## config.mk

```make
export PLATFORM = sky130hd
export DESIGN_NAME = pipe_adc_corrector
export DESIGN_NICKNAME = d
export VERILOG_FILES = /design/src/rtl/pipe_adc_corrector.sv
export SDC_FILE = /design/constraint.sdc
export NUM_CORES = 1
export LEC_CHECK = 0
export BUFFER_PORTS_ARGS = -buffer_cell sky130_fd_sc_hd__buf_2
export CELL_PAD_IN_SITES_DETAIL_PLACEMENT = 0
export CELL_PAD_IN_SITES_GLOBAL_PLACEMENT = 2
export CORE_MARGIN = 3
export CORE_UTILIZATION = 36
export CTS_BUF_LIST = sky130_fd_sc_hd__clkbuf_4 sky130_fd_sc_hd__clkbuf_8 sky130_fd_sc_hd__clkbuf_16
export DETAILED_ROUTE_END_ITERATION = 8
export HOLD_SLACK_MARGIN = 0.06
export PLACE_DENSITY_LB_ADDON = 0.1
export SYNTH_ARGS = -nofsm -noshare
export SYNTH_HDL_FRONTEND = slang
export SYNTH_SLANG_ARGS = --single-unit
```

## constraint.sdc

```tcl
create_clock -name clk -period 1.6 [get_ports clk]
set_input_delay 0.24 -clock clk [delete_from_list [all_inputs] [get_ports clk]]
set_output_delay 0.24 -clock clk [all_outputs]
set_load 0.02 [all_outputs]
```

## src/rtl/pipe_adc_corrector.sv

```systemverilog
module pipe_adc_corrector #(
  parameter int NSTG = 6
) (
  input  logic              clk,
  input  logic              rst_n,
  input  logic              smp_vld,
  input  logic [2*NSTG-1:0] stg_code,
  input  logic [1:0]        fin_code,
  output logic [NSTG+1:0]   out_word,
  output logic              out_vld
);

  localparam int OUT_W = NSTG + 2;
  localparam int SUM_W = OUT_W + 1;
  localparam int ALN   = (NSTG + 1) / 2;
  localparam int LAT   = ALN + 3;

  logic [NSTG-1:0][1:0] aln;
  logic [1:0]           fin_q;
  logic [SUM_W-1:0]     sum_c;
  logic [SUM_W-1:0]     sum_q;
  logic [LAT:0]         vsr;

  for (genvar g = 0; g < NSTG; g++) begin : g_stage
    localparam int D = ALN - (g + 1) / 2;
    logic [1:0] ent;

    if (g % 2 == 0) begin : g_rise
      always_ff @(posedge clk or negedge rst_n)
        if (!rst_n) ent <= '0;
        else        ent <= stg_code[2*g +: 2];
    end else begin : g_fall
      logic [1:0] neg_q;
      always_ff @(negedge clk or negedge rst_n)
        if (!rst_n) neg_q <= '0;
        else        neg_q <= stg_code[2*g +: 2];
      always_ff @(posedge clk or negedge rst_n)
        if (!rst_n) ent <= '0;
        else        ent <= neg_q;
    end

    if (D == 0) begin : g_nodly
      assign aln[g] = ent;
    end else begin : g_dly
      logic [D-1:0][1:0] dl;
      always_ff @(posedge clk or negedge rst_n)
        if (!rst_n) dl <= '0;
        else begin
          dl[0] <= ent;
          for (int k = 1; k < D; k++) dl[k] <= dl[k-1];
        end
      assign aln[g] = dl[D-1];
    end
  end

  always_ff @(posedge clk or negedge rst_n)
    if (!rst_n) fin_q <= '0;
    else        fin_q <= fin_code;

  always_comb begin
    sum_c = SUM_W'(fin_q);
    for (int i = 0; i < NSTG; i++)
      sum_c = sum_c + (SUM_W'(aln[i]) << (NSTG - i));
  end

  always_ff @(posedge clk or negedge rst_n)
    if (!rst_n) begin
      sum_q    <= '0;
      out_word <= '0;
    end else begin
      sum_q    <= sum_c;
      out_word <= sum_q[SUM_W-1] ? '1 : sum_q[OUT_W-1:0];
    end

  always_ff @(posedge clk or negedge rst_n)
    if (!rst_n) vsr <= '0;
    else        vsr <= {vsr[LAT-1:0], smp_vld};

  assign out_vld = vsr[LAT];

endmodule

```

==> impl_results.md <==
* Total detailed-routing wirelength at approximately 2500 um
* End-of-flow core utilization at about half
* Max-cap viol count at 0
* Largest net degree at the start of global routing at 24
* First-pass GRT wire length at ~4200 um
* Inserted Clock Buffers at 9
* #FFs+latches synth at 62
* Largest cells by area after synthesis: dfrtp_1, dfrtn_1, ha_1
* Fmax achieved at 635 MHz
* H-Tree Level Count at 3
* Final instance area at approximately 2400 um2
* Mean Syn Cell Area at 17.8 um2
* Congestion Overflow GR at 0
* Worst-Margin Slew at 0.349 ns
* Area Growth Syn to Fin at 30.1%
* CP endpoint kind: flop
* Mapped Cells at roughly 110
* Worst hold path class: in -> async
* Critical path's largest stage delay at around 0.36 ns
* Pre-CTS WS at -0.0317 ns
* Via density at a little over 4
* CP arrival at 1.78 ns
* Minimum clock period at between 1.5 and 2 ns
* # rows at 25
* Core footprint at roughly 5000 um2
* Main flop type after synthesis: dfrtp_1
* 1st-pass router iterations at 2
* Synthesized area at about 1900 um2
* Placed cell areas at 2140 um2
* Fin Clk Skew at 0.00879 ns
* Post-synth top cells: dfrtp_1, or2_2, dfrtn_1, ha_1, inv_1
* Postcts setup bufs at 0
* Final ANT Viol Nets at 0
* Gr usage total at under 10%
* Width of the die at 78.3 um
* Synth cell types at 23
* PwrDens at ~1400 nW/um2
* Clk root buf: clkbuf_8
* Clock transition at path regs at around 0.060 ns
* Die ar. at 6130 um2
* Layout cells sized above 1 at 35.6%
* Startpoint Class: flop
* CTS tree: built
* Boundary pin count at 26
* RSZ-0062 raised after global routing: true
* Max VDD drop at roughly 0.69 mV
* Status: finished, final reports clean
* Die Ht at 78.3 um
* Clk_lat worst skew at 0.32 ns
* Layout Nets at 182
* Hold WS at approximately 0.35 ns
* Port Buffers at 25
* Max-slew violations at 0
* Leak pwr at 1.16 nW
* Vias in the first global route at slightly below 1000
* EDFF count, synth at 0
* DPL Wire Length at 1610 um
* Sequential fraction of the synthesis area at between 80% and 90%
* FFs w/ async S/R, synth at between 90% and 100%
* Final period utilization at 98.4%
* Clock buffer depth at 2
* Crit-path max FO at 2
* Drt initial violations at 26
* Setup slack after layout at around 0.026 ns
* Yosys top cell by area: dfrtp_1
* CTS sink count at 62
* Critical-path cell list: ha_1 -> inv_1 -> fa_2 -> nor2b_4 -> o31a_1 -> mux2i_1 -> nand2_1
* Initial antenna violation count at 0
* Yosys warns at 0
* Via count at between 900 and 1000
* Number of remaining DRC errors at 0
* Wire per inst at around 11 um
* Final hold vios at 0
* Worst rel slew slack at around three quarters
* Endpoints failing setup at 0
* Synth top area share at about three quarters
* Syn_nets at 130
* N_diodes at 0
* Initial Utilization at slightly below 40%
* Top-count cell post-synth: dfrtp_1
* Gpl congestion at approximately 0.8
* WS Path Type: reg -> reg
* WP data required at between 1.5 and 2 ns
* Slowest stage cell, crit path: fa_2
placed cells by master, fill, tap and decap left out, drive strengths merged, types with 2 or more instances in the layout:
cell,count
a21oi,3
nor2b,2
inv,5
o21a,2
clkbuf,13
dlygate4sd3,10
or2,8
buf,31
dfrtn,6
nor2,2
ha,6
nand2,2
dfrtp,56
nor3,2
xnor2,2
cell type report:
type                    instances  area [um2]
clock buffers                  13         166
clock inverters                 3        42.5
fillers                       442        2430
inverters                       5        18.8
multi-input cells              39         314
flip-flops and latches         62        1550
well taps                      67        83.8
repair buffers                 41         270
report_power, final:
part	internal, mW	leakage, nW	switching [mW]
clock network	0.837	0.106	0.544
logic	0.130	0.334	0.147
registers	1.69	0.719	0.0297
final timing paths:
| path | startpoint | end | slack [ns] | cells past startpoint |
|---|---|---|---|---|
| worst min register to register | g_stage[2].ent[1] | g_stage[2].g_dly.dl[1] | 0.35 | 0 |
| worst max-delay path | g_stage[5].ent[0] | sum_q[7] | 0.03 | 7 |
| min in group clk | g_stage[2].ent[1] | g_stage[2].g_dly.dl[1] | 0.35 | 0 |
| max in group asynchronous | rst_n | g_stage[1].g_fall.neg_q[0] | 0.27 | 2 |
| worst min-delay path | rst_n | g_stage[0].ent[1] | 0.35 | 2 |
| worst max register to register | g_stage[5].ent[0] | sum_q[7] | 0.03 | 7 |
metal layers:
metal / GRT usage [%] / vias up / routed length, um
li1: - / 446 / -
met2: 14.3 / 32 / 1200
met4: 7.34 / 0 / 79
met1: 10.1 / 448 / 1020
met3: 5.50 / 7 / 162
met5: 0 / - / 0
through the flow:
step / instances / power (mW) / setup TNS (ns)
2_1_floorplan: 106 / 1.90 / 0
6_report: 230 / 3.38 / 0
3_5_place_dp: 204 / 2.01 / -0.0317
4_1_cts: 230 / 3.44 / 0
3_3_place_gp: 204 / 2.01 / 0
5_1_grt: 230 / 3.55 / -0.0497
flip-flops by register name, summed over array words and instances (netlist names):
register / flops
out_word: 8
fin_q: 2
g_stage.g_dly.dl: 12
aln: 6
vsr: 7
g_stage.ent: 12
sum_q: 9
g_stage.g_fall.neg_q: 6
critical path: cells and delay by family, from the launching register on:
kind / cells / cell delay, ns
simple gates: 2 / 0.18
compound gates: 1 / 0.16
flops: 1 / 0.33
buf+inv: 1 / 0.06
mux: 1 / 0.20
fa+ha+maj: 2 / 0.52
logic make-up after synthesis:
family	count (synthesis)	synth area share [%]
flip-flops	62	82.4
AND/OR/NAND/NOR	18	5.98
AO/OA/AOI/OAI	10	3.59
adder cells (fa/ha/maj)	7	5.05
buffers and inverters	5	0.997
XOR/XNOR	3	1.40
multiplexers	1	0.532
timing repair:
item,CTS,global route
endpoints found under the hold margin,13,0
endpoints found under the setup margin,1,2
resized for setup,1,0
hold buffers,10,0
No activity file was read; power rests on OpenSTA's default activity.
